`src/rtl/mca_pkg.sv`:
```
package mca_pkg;
   typedef enum logic [1:0] {
      ACQ_WAIT = 2'd0,
      ACQ_SEEK = 2'd1,
      ACQ_LOCK = 2'd2
   } acq_state_e;
endpackage

```
`src/rtl/mca_line_sync.sv`:
```
module mca_line_sync #(
   parameter int SYNC_STAGES = 2
) (
   input  logic clk_i,
   input  logic rst_ni,
   input  logic line_i,
   output logic samp_o,
   output logic fall_o
);
   logic prev_q;

   if (SYNC_STAGES == 1) begin : g_single
      logic s_q;
      always_ff @(posedge clk_i or negedge rst_ni) begin
         if (!rst_ni) s_q <= 1'b0;
         else         s_q <= line_i;
      end
      assign samp_o = s_q;
   end else begin : g_chain
      logic [SYNC_STAGES-1:0] sh_q;
      always_ff @(posedge clk_i or negedge rst_ni) begin
         if (!rst_ni) sh_q <= '0;
         else         sh_q <= {sh_q[SYNC_STAGES-2:0], line_i};
      end
      assign samp_o = sh_q[SYNC_STAGES-1];
   end

   always_ff @(posedge clk_i or negedge rst_ni) begin
      if (!rst_ni) prev_q <= 1'b0;
      else         prev_q <= samp_o;
   end

   assign fall_o = prev_q & ~samp_o;
endmodule

```
`src/rtl/mca_acq_seq.sv`:
```
module mca_acq_seq
   import mca_pkg::*;
#(
   parameter int OS = 4
) (
   input  logic clk_i,
   input  logic rst_ni,
   input  logic en_i,
   input  logic fall_i,
   output logic load_o,
   output logic lock_o
);
   localparam int GW = $clog2(2*OS + 1);
   localparam logic [GW-1:0] SPAN = GW'(2*OS);

   acq_state_e state_q, state_d;
   logic [GW-1:0] gap_q, gap_d;

   always_comb begin
      state_d = state_q;
      gap_d   = (gap_q == SPAN) ? gap_q : gap_q + 1'b1;
      load_o  = 1'b0;
      if (!en_i) begin
         state_d = ACQ_WAIT;
         gap_d   = '0;
      end else begin
         unique case (state_q)
            ACQ_WAIT: begin
               if (fall_i) begin
                  state_d = ACQ_SEEK;
                  gap_d   = GW'(1);
                  load_o  = 1'b1;
               end
            end
            ACQ_SEEK: begin
               if (fall_i) begin
                  load_o = 1'b1;
                  if (gap_q == SPAN) begin
                     state_d = ACQ_LOCK;
                  end else begin
                     gap_d = GW'(1);
                  end
               end else if (gap_q == SPAN) begin
                  state_d = ACQ_WAIT;
               end
            end
            ACQ_LOCK: state_d = ACQ_LOCK;
            default:  state_d = ACQ_WAIT;
         endcase
      end
   end

   always_ff @(posedge clk_i or negedge rst_ni) begin
      if (!rst_ni) begin
         state_q <= ACQ_WAIT;
         gap_q   <= '0;
      end else begin
         state_q <= state_d;
         gap_q   <= gap_d;
      end
   end

   assign lock_o = (state_q == ACQ_LOCK);
endmodule

```
`src/rtl/mca_phase_ctr.sv`:
```
module mca_phase_ctr #(
   parameter int OS = 4
) (
   input  logic clk_i,
   input  logic rst_ni,
   input  logic en_i,
   input  logic load_i,
   output logic qtr_o,
   output logic win_o
);
   localparam int PW = $clog2(OS);
   localparam logic [PW-1:0] QTR     = PW'(OS/4);
   localparam logic [PW-1:0] WIN_END = PW'(OS/4 + OS/2);
   localparam logic [PW-1:0] PRESET  = PW'(OS/2 + 1);

   logic [PW-1:0] ph_q;

   always_ff @(posedge clk_i or negedge rst_ni) begin
      if (!rst_ni)      ph_q <= '0;
      else if (!en_i)   ph_q <= '0;
      else if (load_i)  ph_q <= PRESET;
      else              ph_q <= ph_q + 1'b1;
   end

   assign qtr_o = (ph_q == QTR);
   assign win_o = (ph_q >= QTR) && (ph_q < WIN_END);
endmodule

```
`src/rtl/mca_out_stage.sv`:
```
module mca_out_stage (
   input  logic clk_i,
   input  logic rst_ni,
   input  logic en_i,
   input  logic lock_i,
   input  logic qtr_i,
   input  logic win_i,
   input  logic samp_i,
   output logic rclk_o,
   output logic data_o,
   output logic locked_o
);
   logic hold_q, primed_q;

   always_ff @(posedge clk_i or negedge rst_ni) begin
      if (!rst_ni) begin
         rclk_o   <= 1'b0;
         data_o   <= 1'b1;
         hold_q   <= 1'b1;
         primed_q <= 1'b0;
         locked_o <= 1'b0;
      end else if (!en_i) begin
         rclk_o   <= 1'b0;
         data_o   <= 1'b1;
         hold_q   <= 1'b1;
         primed_q <= 1'b0;
         locked_o <= 1'b0;
      end else begin
         rclk_o <= lock_i && win_i;
         if (lock_i && qtr_i) begin
            data_o   <= hold_q;
            hold_q   <= ~samp_i;
            primed_q <= 1'b1;
            if (primed_q) locked_o <= 1'b1;
         end
      end
   end
endmodule

```
`src/rtl/manch_clk_acq.sv`:
```
module manch_clk_acq #(
   parameter int OS          = 4,
   parameter int SYNC_STAGES = 2
) (
   input  logic clk_i,
   input  logic rst_ni,
   input  logic line_i,
   input  logic rx_en_i,
   output logic rclk_o,
   output logic rx_data_o,
   output logic locked_o
);
   initial begin
      if (OS < 4 || (OS & (OS - 1)) != 0)
         $fatal(1, "OS must be a power of two of at least 4");
      if (SYNC_STAGES < 1)
         $fatal(1, "SYNC_STAGES must be at least 1");
   end

   logic samp, fall, load, lock, qtr, win;

   mca_line_sync #(.SYNC_STAGES(SYNC_STAGES)) u_sync (
      .clk_i(clk_i), .rst_ni(rst_ni), .line_i(line_i),
      .samp_o(samp), .fall_o(fall)
   );

   mca_acq_seq #(.OS(OS)) u_seq (
      .clk_i(clk_i), .rst_ni(rst_ni), .en_i(rx_en_i), .fall_i(fall),
      .load_o(load), .lock_o(lock)
   );

   mca_phase_ctr #(.OS(OS)) u_phase (
      .clk_i(clk_i), .rst_ni(rst_ni), .en_i(rx_en_i), .load_i(load),
      .qtr_o(qtr), .win_o(win)
   );

   mca_out_stage u_out (
      .clk_i(clk_i), .rst_ni(rst_ni), .en_i(rx_en_i), .lock_i(lock),
      .qtr_i(qtr), .win_i(win), .samp_i(samp),
      .rclk_o(rclk_o), .data_o(rx_data_o), .locked_o(locked_o)
   );
endmodule

```
`config.mk`:
```
export PLATFORM = sky130hd
export DESIGN_NAME = manch_clk_acq
export DESIGN_NICKNAME = d
export VERILOG_FILES = /design/src/rtl/mca_pkg.sv /design/src/rtl/mca_line_sync.sv /design/src/rtl/mca_acq_seq.sv /design/src/rtl/mca_phase_ctr.sv /design/src/rtl/mca_out_stage.sv /design/src/rtl/manch_clk_acq.sv
export SDC_FILE = /design/constraint.sdc
export NUM_CORES = 1
export LEC_CHECK = 0
export BUFFER_PORTS_ARGS = -buffer_cell sky130_fd_sc_hd__buf_2
export CAP_MARGIN = 20
export CELL_PAD_IN_SITES_DETAIL_PLACEMENT = 0
export CELL_PAD_IN_SITES_GLOBAL_PLACEMENT = 1
export CORE_MARGIN = 2
export CORE_UTILIZATION = 45
export DETAILED_ROUTE_END_ITERATION = 12
export GPL_TIMING_DRIVEN = 1
export PLACE_DENSITY = 0.86
export SLEW_MARGIN = 20
export SYNTH_ARGS = -nofsm -noshare
export SYNTH_HDL_FRONTEND = slang
export SYNTH_SLANG_ARGS = --single-unit
```
`constraint.sdc`:
```
create_clock -name clk_i -period 2.5 [get_ports clk_i]
set_input_delay 0.25 -clock clk_i [delete_from_list [all_inputs] [get_ports clk_i]]
set_output_delay 0.25 -clock clk_i [all_outputs]
set_load 0.005 [all_outputs]
```
==> run_results.csv <==
group,metric,value,unit
floorplanning,floorplan.die.width,43.1,um
clocking,tritoncts.num_buffers,3,
cells_and_area,layout_commonest_cell,"sky130_fd_sc_hd__dfrtp_1",
setup_path,cpLargestDelayFamily,"adder cells",
synth,synth_warnings,0,
clocking,clk_transition_reported_paths,0.09,ns
synth,netlist_top_cells_area,"sky130_fd_sc_hd__dfrtp_1, sky130_fd_sc_hd__dfstp_2, sky130_fd_sc_hd__ha_1, sky130_fd_sc_hd__nand2_1, sky130_fd_sc_hd__xor2_1",
floorplanning,core_region_area,1470,um^2
synth,synth.net_count,68,
clocking,cts_num_sinks,16,
cells_and_area,final-seq-area,403,um^2
power_and_ir_drop,p_leak,0.382,nW
global_route,grtUsageTotal,15.3,%
sta,maxSlewHeadroom,65.7,%
clocking,insertion_delay,0.28,ns
floorplanning,chipHeight,43.1,um
sta,skew,0.00415,ns
global_route,grtUsageMet3,5.53,%
synth,netlist.area_leader.share,51.0,%
clocking,ctsResizeCount,0,
floorplanning,pin_count,7,
sta,timing.final.setup_violations,0,
sta,rsz0062_at_grt,"false",
setup_path,endpoint_kind,"flip-flop",
power_and_ir_drop,sw_frac_of_total,23.4,%
power_and_ir_drop,cell_internal_pwr,0.345,mW
global_route,grt_first_pass_wirelength,2040,um
placed_design,routabilityCongestion,0.765,
placed_design,number_of_buffer_cells_added_on_primary_ports,6,
routing,postRouteWirelength,1160,um
global_route,grt_overflow_total,0,
power_and_ir_drop,share_clk_of_total_power,31.0,%
sta,final_max_slew_viol_count,0,
synth,mappedNetlistArea,687,um^2
floorplanning,initial_utilization,46.7,%
setup_path,critPathMaxStageDelay,0.41,ns
global_route,use_met1,21.6,%
synth,netlist_instances,60,
routing,route.detailed.wl_per_inst,13.4,um
routing,initial_drt_pass_iterations,4,
sta,worst_slew_pin_slew,0.514,ns
routing,vias_per_cell,5.30,
setup_path,worst_setup_path_start_kind,"flip-flop",
sta,hold_viol,0,
synth,synth.yosys.seq_area_share,58.7,%
power_and_ir_drop,sequential_share_of_power,61.3,%
synth,syn_area_per_cell,11.4,um^2
status,outcome,"finished clean",
setup_path,worst-path-max-fanout,3,
flow_run,cap_viol_max_count,0,
setup_path,critPathSlowestCell,"sky130_fd_sc_hd__dfrtp_1",
global_route,antenna_found_initial,0,
clocking,cts_tree,"built",
floorplanning,die_area,1860,um^2
setup_path,crit_path_cell_trace,"inv_1 -> ha_1 -> nand2_1 -> nor2_1 -> ha_1 -> o211a_1",
cells_and_area,final_layout_size_suffix_gt1_share,17.1,%
power_and_ir_drop,power_density,586,nW/um^2
global_route,globalRoute.busiestLayer,"met2",
worst_hold_path,hold_path_class,"in2reg",
cells_and_area,area_taken_by_multi_input_logic_gates,265,um^2
setup_path,worst_ep_required_time,2.68,ns
setup_path,critical_path_class,"reg2reg",
global_route,grtUsageMet2,21.8,%
routing,drtAntennaViolNets,0,
placed_design,hpwl,811,um
global_route,grt_start_max_net_pins,17,
floorplanning,num_rows,14,
global_route,grt_pass1_vias,465,
placed_design,post_dp_cell_area,733,um^2
synth,most_area_hungry_cell_type_in_the_yosys_netlist,"sky130_fd_sc_hd__dfrtp_1",
cells_and_area,layout.filler_cells,149,
sta,timing.final.crit_share,57.4,%
clocking,clockBufferDepth,2,
power_and_ir_drop,combPwrFrac,7.7,%
clocking,htree_levels,1,
synth,dominantRegCellSynth,"sky130_fd_sc_hd__dfrtp_1",
cells_and_area,final_cell_mix,"sky130_fd_sc_hd__dfrtp_1, sky130_fd_sc_hd__nand2_1, sky130_fd_sc_hd__buf_2",
clocking,cts_root_buf,"sky130_fd_sc_hd__clkbuf_4",
cells_and_area,antenna_cells,0,
routing,initialDrtViolationCount,5,
synth,ys_types,25,
cells_and_area,postLayoutCellArea,769,um^2
sta,timing.fmax,0.697,GHz
setup_path,worstPathBufferInverterCount,1,
setup_path,critPathArrivalTime,1.62,ns
synth,ys_async_sr_fraction,100,%
sta,post_layout_min_period,1.43,ns
cells_and_area,layout-area-overhead-vs-synth,12.0,%
routing,vias,456,
synth,ys_seq_elements,16,
power_and_ir_drop,worst_ir_drop_vdd,0.328,mV
setup_path,crit_top_cell,"sky130_fd_sc_hd__ha_1",
power_and_ir_drop,finalPower,0.451,mW
synth,synth-edff-count,0,
power_and_ir_drop,switchingPower,0.106,mW
cells_and_area,final_nets,79,
sta,timing.setup.tns,0,ns
routing,detail_route.drc_violations,0,
-- power by group through the flow --
| stage | combinational, mW | sequential [mW] | clock (mW) |
|---|---|---|---|
| final | 0.0346 | 0.276 | 0.140 |
| after global routing | 0.0409 | 0.278 | 0.152 |
| after CTS | 0.0354 | 0.277 | 0.143 |
| after detailed placement | 0.0340 | 0.281 | 0 |
| after global placement | 0.0328 | 0.280 | 0 |
| after floorplan | 0.0216 | 0.279 | 0 |
-- synth_stat cells (all sizes together), types with 2 or more instances --
cell type and number:
xor2 2, nor2 2, nand3 3, inv 4, nand2 8, ha 4, dfstp 2, nor2b 2
dfrtp 14, a21oi 2, o22ai 2, a21boi 2
-- worst register-to-register path, stage by stage (launching register included) --
cell	delay, ns
sky130_fd_sc_hd__dfrtp_1	0.41
sky130_fd_sc_hd__inv_1	0.09
sky130_fd_sc_hd__ha_1	0.17
sky130_fd_sc_hd__nand2_1	0.05
sky130_fd_sc_hd__nor2_1	0.14
sky130_fd_sc_hd__ha_1	0.26
sky130_fd_sc_hd__o211a_1	0.22
-- cell families after synthesis --
kind of cell             count (synthesis)  synth area share, %
adder cells (fa/ha/maj)                  4                 7.29
XOR/XNOR                                 2                 2.55
buffers and inverters                    5                 2.73
AO/OA/AOI/OAI                           10                 9.84
AND/OR/NAND/NOR                         23                 18.9
flip-flops                              16                 58.7
-- per-stage QoR --
step	instances	utilization (%)	hold slack (ns)	setup slack, ns
final	86	52.3	0.0663	1.07
after global routing	86	52.3	0.0591	0.961
after CTS	86	52.3	0.0609	1.06
after detailed placement	81	49.8	0.179	1.08
after global placement	81	49.8	0.178	1.15
after floorplan	60	-	-0.0456	1.17
-- final timing paths --
path	from	end	slack [ns]	cells after the start
worst max-delay path	u_seq.gap_q[0]	u_seq.gap_q[0]	1.07	6
worst min-delay path	line_i	u_sync.g_chain.sh_q[0]	0.07	1
worst max register to register	u_seq.gap_q[0]	u_seq.gap_q[0]	1.07	6
worst min register to register	u_sync.g_chain.sh_q[0]	u_sync.g_chain.sh_q[1]	0.37	0
max in group asynchronous	rst_ni	u_out.data_o	1.80	2
min in group asynchronous	rst_ni	u_seq.gap_q[2]	0.39	2
-- layout make-up --
type	instances	share of cell area [%]
sequential	16	52.4
inverter	4	1.95
multi-input combinational	39	34.5
timing repair buffer	7	5.20
tap	16	2.60
clock buffer	4	3.41
-- what timing repair did --
action / CTS / global route
hold endpoints to repair: 14 / 0
buffers inserted: 0 / 0
hold buffers: 1 / 0
-- flip-flops by register name, indices dropped and copies added (netlist names) --
signal,count
u_out.rclk_o,1
u_out.data_o,1
u_out.hold_q,1
u_out.locked_o,1
u_out.primed_q,1
u_phase.ph_q,2
u_seq.state_q,2
u_sync.g_chain.sh_q,2
u_seq.gap_q,4
u_sync.prev_q,1
-- metal layers --
metal  wire [um]  vias up
met5           0        -
met4           0        0
met3          46        0
met2         518        8
met1         589      221
li1            -      227
No activity file was read; power rests on OpenSTA's default activity.
